### config.mk
export PLATFORM = sky130hd
export DESIGN_NAME = pm_event_ctrl
export DESIGN_NICKNAME = d
export VERILOG_FILES = /design/src/rtl/pm_evt_pkg.sv /design/src/rtl/pm_tick_timer.sv /design/src/rtl/pm_sleep_decode.sv /design/src/rtl/pm_apm_port.sv /design/src/rtl/pm_event_ctrl.sv
export SDC_FILE = /design/constraint.sdc
export NUM_CORES = 1
export LEC_CHECK = 0
export BUFFER_PORTS_ARGS = -buffer_cell sky130_fd_sc_hd__buf_2
export CAP_MARGIN = 20
export CORE_ASPECT_RATIO = 0.5
export CORE_MARGIN = 4
export CORE_UTILIZATION = 50
export CTS_CLUSTER_DIAMETER = 60
export DETAILED_ROUTE_END_ITERATION = 16
export PLACE_DENSITY = 0.69
export SYNTH_ARGS = -nofsm -noshare
export SYNTH_HDL_FRONTEND = slang
export SYNTH_SLANG_ARGS = --single-unit
### constraint.sdc
create_clock -name clk -period 4.55 [get_ports clk]
set_input_delay 0.91 -clock clk [delete_from_list [all_inputs] [get_ports clk]]
set_output_delay 0.91 -clock clk [all_outputs]
set_load 0.02 [all_outputs]
### src/rtl/pm_evt_pkg.sv
package pm_evt_pkg;
  localparam int REG_W  = 16;
  localparam int ADDR_W = 6;
  localparam int RD_W   = 32;

  localparam logic [ADDR_W-1:0] OFF_STS = 6'h00;
  localparam logic [ADDR_W-1:0] OFF_EN  = 6'h02;
  localparam logic [ADDR_W-1:0] OFF_CTL = 6'h04;
  localparam logic [ADDR_W-1:0] OFF_TMR = 6'h08;

  localparam int B_TMR   = 0;
  localparam int B_GBL   = 5;
  localparam int B_PWR   = 8;
  localparam int B_RTC   = 10;
  localparam int B_SLP   = 13;
  localparam int B_WAKE  = 15;
  localparam int B_SCIEN = 0;

  localparam logic [REG_W-1:0] SCI_MASK =
    REG_W'((1 << B_RTC) | (1 << B_PWR) | (1 << B_GBL) | (1 << B_TMR));

  localparam logic [7:0] CMD_ON  = 8'hF1;
  localparam logic [7:0] CMD_OFF = 8'hF0;

  typedef struct packed {
    logic off;
    logic resume;
  } slp_act_t;
endpackage

### src/rtl/pm_tick_timer.sv
module pm_tick_timer #(
  parameter int W         = 24,
  parameter int CARRY_BIT = 23
) (
  input  logic         clk,
  input  logic         rst,
  input  logic         tick_en,
  output logic [W-1:0] cnt,
  output logic         crossing
);
  localparam logic [CARRY_BIT-1:0] LOW_ONES = '1;
  localparam logic [W-1:0]         ONE      = W'(1);

  always_ff @(posedge clk) begin
    if (rst)          cnt <= '0;
    else if (tick_en) cnt <= cnt + ONE;
  end

  // the next tick lands on a multiple of 2^CARRY_BIT
  assign crossing = tick_en && (cnt[CARRY_BIT-1:0] == LOW_ONES);


  tmr_step_chk: assert property (@(posedge clk) disable iff (rst)
    tick_en |=> cnt == $past(cnt) + ONE);

  tmr_hold_chk: assert property (@(posedge clk) disable iff (rst)
    !tick_en |=> $stable(cnt));
endmodule

### src/rtl/pm_sleep_decode.sv
module pm_sleep_decode
  import pm_evt_pkg::*;
(
  input  logic       wr,
  input  logic [3:0] sel,
  output slp_act_t   act
);
  logic       go;
  logic [2:0] typ;

  assign go         = wr && sel[3];
  assign typ        = sel[2:0];
  assign act.off    = go && (typ == 3'd0);
  assign act.resume = go && (typ == 3'd1);
endmodule

### src/rtl/pm_apm_port.sv
module pm_apm_port
  import pm_evt_pkg::*;
(
  input  logic       clk,
  input  logic       rst,
  input  logic       sel,
  input  logic       wr,
  input  logic       rd,
  input  logic [7:0] wdata,
  input  logic       smi_en,
  output logic [7:0] rdata,
  output logic       smi,
  output logic       sci_on,
  output logic       sci_off
);
  logic [7:0] cmd_q, sts_q;
  logic       cmd_wr;

  assign cmd_wr  = wr && !sel;
  assign sci_on  = cmd_wr && (wdata == CMD_ON);
  assign sci_off = cmd_wr && (wdata == CMD_OFF);

  always_ff @(posedge clk) begin
    if (rst) begin
      cmd_q <= '0;
      sts_q <= '0;
      smi   <= 1'b0;
      rdata <= '0;
    end else begin
      if (cmd_wr)    cmd_q <= wdata;
      if (wr && sel) sts_q <= wdata;
      smi   <= cmd_wr && smi_en;
      rdata <= rd ? (sel ? sts_q : cmd_q) : 8'h00;
    end
  end


  smi_gate_chk: assert property (@(posedge clk) disable iff (rst)
    (wr && (sel || !smi_en)) |=> !smi);
endmodule

### src/rtl/pm_event_ctrl.sv
module pm_event_ctrl
  import pm_evt_pkg::*;
#(
  parameter int TMR_W     = 24,
  parameter int CARRY_BIT = 23
) (
  input  logic              clk,
  input  logic              rst,
  input  logic              tick_en,
  input  logic              pwr_btn,
  input  logic              smi_en,
  input  logic [ADDR_W-1:0] bus_addr,
  input  logic              bus_wr,
  input  logic              bus_rd,
  input  logic [REG_W-1:0]  bus_wdata,
  output logic [RD_W-1:0]   bus_rdata,
  input  logic              apm_sel,
  input  logic              apm_wr,
  input  logic              apm_rd,
  input  logic [7:0]        apm_wdata,
  output logic [7:0]        apm_rdata,
  output logic              sci,
  output logic              smi,
  output logic              shutdown_req,
  output logic              reset_req
);
  localparam logic [REG_W-1:0] SLP_KEEP = ~(REG_W'(1) << B_SLP);

  logic [REG_W-1:0] sts_q, en_q, ctl_q;
  logic [REG_W-1:0] sts_d, en_d, ctl_d;
  logic [TMR_W-1:0] tmr_cnt;
  logic             crossing;
  logic             wr_sts, wr_en, wr_ctl;
  logic             sci_on, sci_off;
  slp_act_t         act;
  logic [RD_W-1:0]  rd_mux;

  pm_tick_timer #(.W(TMR_W), .CARRY_BIT(CARRY_BIT)) u_tmr (
    .clk(clk), .rst(rst), .tick_en(tick_en), .cnt(tmr_cnt), .crossing(crossing)
  );

  pm_apm_port u_apm (
    .clk(clk), .rst(rst), .sel(apm_sel), .wr(apm_wr), .rd(apm_rd),
    .wdata(apm_wdata), .smi_en(smi_en), .rdata(apm_rdata), .smi(smi),
    .sci_on(sci_on), .sci_off(sci_off)
  );

  assign wr_sts = bus_wr && (bus_addr == OFF_STS);
  assign wr_en  = bus_wr && (bus_addr == OFF_EN);
  assign wr_ctl = bus_wr && (bus_addr == OFF_CTL);

  pm_sleep_decode u_slp (
    .wr(wr_ctl), .sel(bus_wdata[B_SLP:B_SLP-3]), .act(act)
  );

  // status: clears first, hardware sets override
  always_comb begin
    sts_d = sts_q;
    if (wr_sts) sts_d = sts_q & ~bus_wdata;
    if (crossing) sts_d[B_TMR] = 1'b1;
    if (pwr_btn && en_q[B_PWR]) sts_d[B_PWR] = 1'b1;
    if (act.resume) begin
      sts_d[B_WAKE] = 1'b1;
      sts_d[B_PWR]  = 1'b1;
    end
  end

  assign en_d = wr_en ? bus_wdata : en_q;

  // control: bus write first, command port has the last word on bit 0
  always_comb begin
    ctl_d = ctl_q;
    if (wr_ctl)  ctl_d = bus_wdata & SLP_KEEP;
    if (sci_on)  ctl_d[B_SCIEN] = 1'b1;
    if (sci_off) ctl_d[B_SCIEN] = 1'b0;
  end

  always_comb begin
    case (bus_addr)
      OFF_STS: rd_mux = RD_W'(sts_q);
      OFF_EN:  rd_mux = RD_W'(en_q);
      OFF_CTL: rd_mux = RD_W'(ctl_q);
      OFF_TMR: rd_mux = RD_W'(tmr_cnt);
      default: rd_mux = '0;
    endcase
  end

  always_ff @(posedge clk) begin
    if (rst) begin
      sts_q        <= '0;
      en_q         <= '0;
      ctl_q        <= '0;
      sci          <= 1'b0;
      shutdown_req <= 1'b0;
      reset_req    <= 1'b0;
      bus_rdata    <= '0;
    end else begin
      sts_q        <= sts_d;
      en_q         <= en_d;
      ctl_q        <= ctl_d;
      sci          <= |(sts_d & en_d & SCI_MASK);
      shutdown_req <= act.off;
      reset_req    <= act.resume;
      bus_rdata    <= bus_rd ? rd_mux : '0;
    end
  end


  sci_level_chk: assert property (@(posedge clk) disable iff (rst)
    sci == |(sts_q & en_q & SCI_MASK));

  tmr_flag_chk: assert property (@(posedge clk) disable iff (rst)
    crossing |=> sts_q[B_TMR]);

  wake_sts_chk: assert property (@(posedge clk) disable iff (rst)
    reset_req |-> (sts_q[B_WAKE] && sts_q[B_PWR]));

  pwr_gate_chk: assert property (@(posedge clk) disable iff (rst)
    (pwr_btn && !en_q[B_PWR] && !sts_q[B_PWR] && !act.resume) |=> !sts_q[B_PWR]);

  slp_bit_chk: assert property (@(posedge clk) disable iff (rst)
    wr_ctl |=> !ctl_q[B_SLP]);
endmodule

==> impl_metrics.json, run 1 <==
{
  "crit_family": "simple AND/OR/NAND/NOR gates",
  "ys_ff_latch": 123,
  "area_growth_pct": 19.7,
  "cap_violations": 0,
  "drc": 0,
  "synth_compound_area_frac": 0.163,
  "grt_util_all_layers": 0.228,
  "p_total_mw": 2.48,
  "fillers": 854,
  "vias_per_cell": 5.54,
  "first_global_vias": 4098,
  "row_count": 25,
  "cts_made_buffers": 17,
  "stdcell_area_sq_um": 5910,
  "hold_depth": 2,
  "cp_data_required_time_ns": 4.88,
  "crit_path_max_incr_delay_ns": 0.89,
  "diodes": 0,
  "power.sequential.fraction": 0.442,
  "synth_edf_count": 0,
  "slew_violations": 0,
  "cts_tree": "yes",
  "yosys.area_share.simple": 0.239,
  "multi_input_area_sq_um": 2270,
  "period_needed_ns": 2.74,
  "placed_cell_area_sq_um": 5350,
  "htree_levels": 4,
  "reg2reg_slack_ns": 2.51,
  "place_ws_ns": 1.48,
  "p_per_area_nw_per_um2": 420,
  "post-cts-setup-buffers": 0,
  "synth_ff_type": "dfxtp_1",
  "drive_above_1_share": 0.190,
  "grt_max_degree": 85,
  "path_max_fanout": 15,
  "syn_area_sq_um": 4940,
  "critPathLaunchType": "input pin",
  "power.net_switching_mw": 0.562,
  "critical_path_class": "input pin to flip-flop",
  "outcome": "completed",
  "r2r-end": "u_tmr.cnt[20]$_SDFFE_PP0P_",
  "combPwrFrac": 0.041,
  "finClkSkew_ns": 0.00634,
  "clk_pin_slew_ns": 0.06,
  "crit_path_end_kind": "flip-flop",
  "ys_async_sr_fraction": 0,
  "vias": 4312,
  "finalSetupViolations": 0,
  "synthDistinctLibCells": 57,
  "power_frac_clock": 0.517,
  "peakVddDrop_uv": 256,
  "r2r-start": "u_tmr.cnt[2]$_SDFFE_PP0P_",
  "antenna_found_initial": 0,
  "layout_setup_ws_ns": 1.81,
  "critPathLaunch": "bus_addr[2]",
  "synthAdderAreaFrac": 0.00253,
  "rsz0062_at_grt": "false",
  "overflow": 0,
  "ios": 84,
  "internal_power_mw": 1.92,
  "cts_hold_buf": 0,
  "cts_buffer_depth": 2,
  "finalCritPeriodShare": 0.602,
  "grt_first_pass_wirelength_microns": 20900,
  "swShare": 0.227,
  "ys_seq_area_frac": 0.499,
  "die_h_microns": 78.3,
  "gp_congestion": 0.816,
  "cp_num_buf_inv": 1,
  "drt_iter0_drc": 346,
  "ant_nets": 0,
  "start_util": 0.517,
  "critPathArrivalTime_ns": 3.07,
  "postLayoutCoreUtil": 0.619,
  "hold_path.class": "flip-flop to flip-flop",
  "wire_per_inst_microns": 16.5,
  "cp_cell_sequence": "buf_2 > or4_1 > nor3_2 > a22oi_1 > a21oi_1",
  "cpMaxStageDelayCell": "nor3_2",
  "tns_ns": 0,
  "clk_latency_ns": 0.41,
  "cts_resized": 0,
  "cts_root_buf": "clkbuf_16",
  "synthCells": 565,
  "worstHoldStart": "sts_q[14]$_SDFFE_PP0N_",
  "synth-xor-area-share": 0.0195,
  "power_leakage_nw": 2.24,
  "wl_microns": 12800,
  "r2r_cells": 4,
  "nets": 671,
  "portBuffers": 75,
  "clock.fmax_mhz": 365,
  "relSlewSlack": 0.263,
  "die_area_sq_um": 11600,
  "yosysWarningCount": 0,
  "max_slew.worst_pin.slew_ns": 1.10,
  "syn_area_per_cell_sq_um": 8.74,
  "drt-pass1-iter-count": 5,
  "clock-sinks": 123,
  "dp_hpwl_microns": 8570,
  "hold_end": "sts_q[14]$_SDFFE_PP0N_",
  "synth_top_family_by_area": "simple AND/OR/NAND/NOR gates",
  "die_w_microns": 149,
  "synth_mux_area_frac": 0.0292,
  "regArea_sq_um": 2460,
  "core_sq_um": 9540,
  "finalHoldViolations": 0
}
layout make-up:
| type | instances | area share |
|---|---|---|
| Sequential cell | 123 | 0.417 |
| Multi-Input combinational cell | 400 | 0.385 |
| Clock buffer | 19 | 0.0733 |
| Timing Repair Buffer | 80 | 0.0699 |
| Tap cell | 135 | 0.0286 |
| Clock inverter | 13 | 0.0214 |
| Inverter | 8 | 0.00508 |
cells in the mapped netlist (3+ instances only):
cell type  count  area share
clkbuf_1      23       0.017
nand3_1       17       0.017
nor4_1         6      0.0076
buf_4          9       0.014
buf_2          6      0.0061
or4_1          8       0.012
nor2_1        35       0.027
nand2_1      101       0.077
a22oi_1       30       0.046
and3_1         8       0.010
nor3_1         5      0.0051
and2_1        11       0.014
xnor2_1        4      0.0071
mux2_2         3      0.0068
mux2i_1       11       0.022
nand2b_1       3      0.0038
dfxtp_1      123        0.50
nor3b_1        3      0.0046
inv_1          8      0.0061
or3_1          3      0.0038
xor2_1         7       0.012
nand3b_1       3      0.0046
a21oi_1       81       0.082
and4_1         3      0.0053
o31ai_1        7       0.011
nand4_1        9       0.011
nor2b_1        4      0.0051
worst min-delay path: stages (launching register included):
cell and delay, ns:
dfxtp_1 0.31, nand2_1 0.05, a21oi_1 0.03
power groups by stage:
stage                     clock, mW  sequential, mW  combinational (mW)
after floorplan                   0            1.12              0.0628
after global placement            0            1.12               0.100
after detailed placement          0            1.12               0.101
after CTS                      1.29            1.10               0.102
after global routing           1.35            1.10               0.113
final                          1.28            1.10               0.103
worst max-delay path by stage:
stage                                         end  cells after the start
after floorplan                         flip-flop                      7
after global placement    bus_rdata[7]$_SDFF_PP0_                      5
after detailed placement  bus_rdata[6]$_SDFF_PP0_                      5
after CTS                 bus_rdata[0]$_SDFF_PP0_                      5
after global routing               sci$_SDFF_PP0_                      5
final                     bus_rdata[0]$_SDFF_PP0_                      5
logic make-up after synthesis:
family / count (synthesis)
mux: 14
flops: 123
xor+xnor: 11
simple gates: 232
compound gates: 134
fa+ha+maj: 1
buf+inv: 49
other cells: 1
routing by layer:
metal  GRT usage  vias to the layer above  routed length [microns]
li1            -                     2123                        -
met1       0.311                     2005                     5900
met2       0.355                      168                     5710
met3      0.0606                       16                     1070
met4      0.0700                        0                      133
met5           0                        -                        0
layout by cell type, fill, tap and decap left out, types with 4 or more instances in the layout:
master,netlist,final
conb_1,1,8
or4_1,8,8
nand4_1,9,9
nor4_1,6,6
xnor2_1,4,4
dfxtp_1,123,123
o31ai_1,7,7
buf_2,6,75
clkbuf_16,0,17
inv_1,8,8
nor3_1,5,5
and3_1,8,8
buf_4,9,5
xor2_1,7,7
and2_1,11,11
nand3_1,17,17
a21oi_1,81,81
clkinv_2,0,7
a22oi_1,30,30
nor2b_1,4,4
mux2i_1,11,11
nand2_1,101,101
nor2_1,35,35
through the flow:
step / hold slack (ns) / instances
final: 0.433 / 778
after global routing: 0.460 / 778
after CTS: 0.436 / 778
after detailed placement: 0.427 / 746
after global placement: 0.424 / 746
after floorplan: 0.412 / 572
Note: power is estimated with default switching activity, not from simulation.
==> run 2, diff against run 1 <==
Settings changed: ABC_AREA set to 1.
Clock period 4.55 ns to 2.8 ns, I/O delays scaled along.
==> run 2 against run 1 <==
Against the previous run:
- area after synthesis is 2.7% higher
- sequential share of layout area is 0.92 points lower
- synthesized cell count rose by 18%
- largest cell class unchanged
- critical path type unchanged
- first-iteration DRC count shrank 9.2%
- hold slack got worse by 0.076 ns
- via count up 4.5%
==> impl_metrics.json, run 2 <==
{
  "clk_pin_slew_ns": 0.05,
  "cp_cell_sequence": "buf_2 > nor2_2 > nand3_2 > nor2_4 > nand2_1 > nand2_1 > nor2_1 > nor2_1 > nand3_1",
  "area_growth_pct": 19.2,
  "cts_resized": 0,
  "crit_path_end_kind": "flip-flop",
  "yosys-top-cells-count": "123 x dfxtp_1, 109 x nor2_1, 95 x nand2_1, 87 x inv_1, 54 x o21ai_0",
  "finalCritPeriodShare": 0.634,
  "grt_util_all_layers": 0.218,
  "cts_made_buffers": 17,
  "p_per_area_nw_per_um2": 662,
  "rsz0062_at_grt": "false",
  "synth_edf_count": 0,
  "power_leakage_nw": 2.39,
  "layout_commonest_cell": "dfxtp_1",
  "drc": 0,
  "wl_microns": 12400,
  "vias": 4508,
  "core_sq_um": 9670,
  "cpMaxStageDelayCell": "nor2_4",
  "slew_violations": 0,
  "post-synth-top-count-cell": "dfxtp_1",
  "dp_hpwl_microns": 8410,
  "cp_data_required_time_ns": 3.09,
  "grt_max_degree": 71,
  "critPathLaunchType": "input pin",
  "synth_ff_type": "dfxtp_1",
  "post-cts-setup-buffers": 0,
  "relSlewSlack": 0.632,
  "gp_congestion": 0.824,
  "synth_top_area_cell": "dfxtp_1",
  "ys_async_sr_fraction": 0,
  "grt_first_pass_wirelength_microns": 20400,
  "cap_violations": 0,
  "netlist_top_cells_area": "dfxtp_1 49%, nor2_1 8.1%, nand2_1 7.0%",
  "outcome": "completed",
  "multi_input_area_sq_um": 2100,
  "drt_iter0_drc": 314,
  "tns_ns": 0,
  "ys_ff_latch": 123,
  "syn_area_sq_um": 5070,
  "synthDistinctLibCells": 34,
  "antenna_found_initial": 0,
  "p_total_mw": 4.00,
  "nets": 784,
  "cp_num_buf_inv": 1,
  "regArea_sq_um": 2460,
  "hold_path.class": "input pin to flip-flop",
  "htree_levels": 4,
  "vias_per_cell": 5.08,
  "start_util": 0.524,
  "critical_path_class": "input pin to flip-flop",
  "peakVddDrop_uv": 399,
  "diodes": 0,
  "crit_family": "simple AND/OR/NAND/NOR gates",
  "overflow": 0,
  "clock.fmax_mhz": 563,
  "ys_seq_area_frac": 0.486,
  "drive_above_1_share": 0.173,
  "finalHoldViolations": 0,
  "synth_top_area_frac": 0.486,
  "syn_area_per_cell_sq_um": 7.59,
  "first_global_vias": 4227,
  "period_needed_ns": 1.78,
  "die_area_sq_um": 11900,
  "path_max_fanout": 15,
  "final_cell_mix": "123 x dfxtp_1, 109 x nor2_1, 95 x nand2_1",
  "finClkSkew_ns": 0.00531,
  "cts_tree": "yes",
  "crit_path_max_incr_delay_ns": 0.42,
  "drt-pass1-iter-count": 5,
  "ios": 84,
  "cts_hold_buf": 0,
  "finalSetupViolations": 0,
  "clk_latency_ns": 0.41,
  "critPathArrivalTime_ns": 2.07,
  "max_slew.worst_pin.slew_ns": 0.550,
  "ant_nets": 0,
  "wire_per_inst_microns": 13.9,
  "row_count": 25,
  "portBuffers": 75,
  "synthCells": 668,
  "fillers": 868,
  "clock-sinks": 123,
  "die_w_microns": 150,
  "die_h_microns": 79.2,
  "cts_buffer_depth": 2,
  "yosysWarningCount": 0,
  "cts_root_buf": "clkbuf_16"
}
[run 2: cells by family after synthesis]
group / Yosys count / synth area share
other cells: 1 / 0.000740
xor+xnor: 1 / 0.00173
fa+ha+maj: 1 / 0.00247
compound gates: 152 / 0.165
flops: 123 / 0.486
buf+inv: 124 / 0.106
simple gates: 266 / 0.239
[run 2: routing by layer]
layer,up-vias,global-route usage,share of wire,wire length (microns)
met4,0,0.0766,0.015,180
met5,-,0,0,0
li1,2300,-,-,-
met1,2047,0.283,0.46,5740
met3,18,0.0690,0.075,925
met2,143,0.344,0.45,5540
[run 2: cell type report]
cell class,count,share of cell area
clock inverter,2,0.00580
multi-input combinational,428,0.347
sequential,123,0.408
inverter,93,0.0582
timing repair buffer,80,0.0704
tap,135,0.0280
clock buffer,27,0.0832
[run 2: worst paths after layout]
kind                              from                     end  slack [ns]  cells after the start
max                        bus_addr[1]          sci$_SDFF_PP0_        1.02                      9
min                       bus_wdata[6]               flip-flop        0.36                      2
max reg2reg  u_tmr.cnt[1]$_SDFFE_PP0P_          sci$_SDFF_PP0_        1.19                      9
min reg2reg     sts_q[11]$_SDFFE_PP0N_  sts_q[11]$_SDFFE_PP0N_        0.45                      2
[run 2: through the flow]
step | hold slack (ns) | worst slack [ns] | instance area, sq um | utilization | cells
finish | 0.358 | 1.02 | 6040 | 0.625 | 888
global route | 0.355 | 0.886 | 6040 | 0.625 | 888
CTS | 0.352 | 1.00 | 6040 | 0.625 | 888
detailed placement | 0.435 | 0.609 | 5500 | 0.569 | 859
global placement | 0.432 | 0.638 | 5500 | 0.569 | 859
floorplan | 0.421 | 1.27 | 5090 | - | 675
[run 2: report_power, final]
group | total (mW) | leakage, nW | switching, mW | internal, mW
sequential | 1.79 | 0.995 | 0.0113 | 1.78
combinational | 0.194 | 1.13 | 0.134 | 0.0594
clock | 2.02 | 0.263 | 0.721 | 1.30
total | 4.00 | 2.39 | 0.867 | 3.14
==> run 3, diff against run 2 <==
Settings changed: PLACE_DENSITY 0.69 to 0.72.
Clock period 2.8 ns to 1.5 ns, I/O delays scaled along.
==> run 3 against run 2 <==
Against the previous run:
- final cell count increased by 2.7%
- count of clock-buffer cells in the layout decreased by 9
- largest cell class unchanged
- non-clock buffer count increased by 22
- final area increased by 5.0%
- via count increased by 4.6%
- global-route usage increased by 0.93 points
- combinational power increased by 100%
- sequential power increased by 87%
- flip-flop and latch count unchanged
- clock power increased by 100%
- critical path type is now flip-flop to flip-flop
- critical path depth unchanged
- total power increased by 95%
==> impl_metrics.json, run 3 (synthesized netlist as in run 2, its figures left out) <==
{
  "outcome": "completed",
  "drc": 0,
  "power_leakage_nw": 2.56,
  "power.net_switching_mw": 1.76,
  "dp_hpwl_microns": 8860,
  "cpMaxStageDelayCell": "dfxtp_2",
  "p_total_mw": 7.80,
  "clock-sinks": 123,
  "core_sq_um": 9670,
  "hold_path.class": "input pin to flip-flop",
  "critical_path_class": "flip-flop to flip-flop",
  "crit_path_end_kind": "flip-flop",
  "internal_power_mw": 6.03,
  "crit_family": "simple AND/OR/NAND/NOR gates",
  "die_w_microns": 150,
  "stdcell_area_sq_um": 6340,
  "clock.fmax_mhz": 677,
  "nets": 806,
  "rsz0062_at_grt": "true",
  "layout_commonest_cell": "dfxtp_1",
  "cts_buffer_depth": 2,
  "swShare": 0.226,
  "portBuffers": 75,
  "cts_tree": "yes",
  "finalCritPeriodShare": 0.984,
  "drt_iter0_drc": 346,
  "cts_root_buf": "clkbuf_16",
  "grt_first_pass_wirelength_microns": 21200,
  "finalHoldViolations": 0,
  "combPwrFrac": 0.051,
  "final_cell_mix": "120 x dfxtp_1, 107 x nor2_1, 90 x nand2_1",
  "postLayoutCoreUtil": 0.656,
  "grt_util_all_layers": 0.228,
  "first_global_vias": 4424,
  "slew_violations": 0,
  "grt_max_degree": 41,
  "clk_pin_slew_ns": 0.06,
  "wl_microns": 13300,
  "gp_congestion": 0.879,
  "crit_path_max_incr_delay_ns": 0.35,
  "cp_data_required_time_ns": 1.85,
  "power.sequential.fraction": 0.428,
  "start_util": 0.524,
  "row_count": 25,
  "vias": 4714,
  "htree_levels": 4,
  "path_max_fanout": 6,
  "period_needed_ns": 1.48,
  "tns_ns": 0,
  "placed_cell_area_sq_um": 5680,
  "cts_made_buffers": 17,
  "ios": 84,
  "die_h_microns": 79.2,
  "finalSetupViolations": 0,
  "die_area_sq_um": 11900,
  "drt-pass1-iter-count": 5,
  "overflow": 0,
  "finClkSkew_ns": 0.00805,
  "critPathLaunchType": "flip-flop",
  "power_frac_clock": 0.521,
  "layout_setup_ws_ns": 0.0240,
  "critPathArrivalTime_ns": 1.82,
  "crit_top_cell": "nand2_1",
  "area_growth_pct": 25.2,
  "vias_per_cell": 5.17,
  "clk_latency_ns": 0.41,
  "antenna_found_initial": 0,
  "wire_per_inst_microns": 14.6,
  "diodes": 0,
  "place_ws_ns": -0.0279,
  "cp_num_buf_inv": 1,
  "cap_violations": 0,
  "drive_above_1_share": 0.224,
  "peakVddDrop_uv": 861,
  "p_per_area_nw_per_um2": 1230,
  "cp_cell_sequence": "ha_4 > nand3_4 > nor3_4 > inv_2 > nor2_4 > nand3_2 > nand2_1 > nand2_1 > nor2_1",
  "ant_nets": 0
}
-- run 3: cell count changes in the layout (fill, tap and decap cells not counted), moves of 4 or more --
cell,change
buf_4,+20
clkbuf_1,-5
clkbuf_8,-4
clkinv_2,+5
nand2_1,-5
nand2_2,+5
-- run 3: worst paths after layout --
kind / startpoint / to / slack, ns / depth (start not counted)
worst min register to register: flip-flop / flip-flop / 0.45 / 2
worst max register to register: u_tmr.cnt[1]$_SDFFE_PP0P_ / u_tmr.cnt[20]$_SDFFE_PP0P_ / 0.02 / 9
worst min-delay path: bus_wdata[6] / flip-flop / 0.1 / 2
worst max-delay path: u_tmr.cnt[1]$_SDFFE_PP0P_ / u_tmr.cnt[20]$_SDFFE_PP0P_ / 0.02 / 9
-- run 3: layout make-up --
| class | count | area [sq um] |
|---|---|---|
| inverter | 93 | 352 |
| timing repair buffer | 102 | 616 |
| sequential | 123 | 2470 |
| tap | 135 | 169 |
| clock buffer | 18 | 429 |
| fill | 816 | 3320 |
| clock inverter | 13 | 153 |
| multi-input combinational | 428 | 2160 |
-- run 3: per-layer routing --
layer  up-vias  wire length (microns)  GRT usage
li1       2343                      -          -
met1      2175                   6000      0.295
met2       175                   6240      0.364
met3        21                    893     0.0604
met4         0                    201     0.0885
met5         -                      0          0
-- run 3: through the flow --
step / hold slack [ns] / std cells
2_1_floorplan: 0.368 / 675
3_3_place_gp: 0.434 / 879
3_5_place_dp: 0.440 / 879
4_1_cts: 0.0926 / 910
5_1_grt: 0.0956 / 912
6_report: 0.0988 / 912
-- run 3: what timing repair did --
item	4_1_cts	5_1_grt
buffers inserted	0	2
gates resized for setup	0	21
setup endpoints to repair	0	14
hold buffers	0	0
-- run 3: power by group through the flow --
stage / Combinational, mW / Clock, mW / Sequential [mW]
floorplan: 0.226 / 0 / 3.41
global placement: 0.379 / 0 / 3.40
detailed placement: 0.384 / 0 / 3.40
CTS: 0.387 / 4.08 / 3.33
global route: 0.439 / 4.25 / 3.34
finish: 0.395 / 4.06 / 3.34
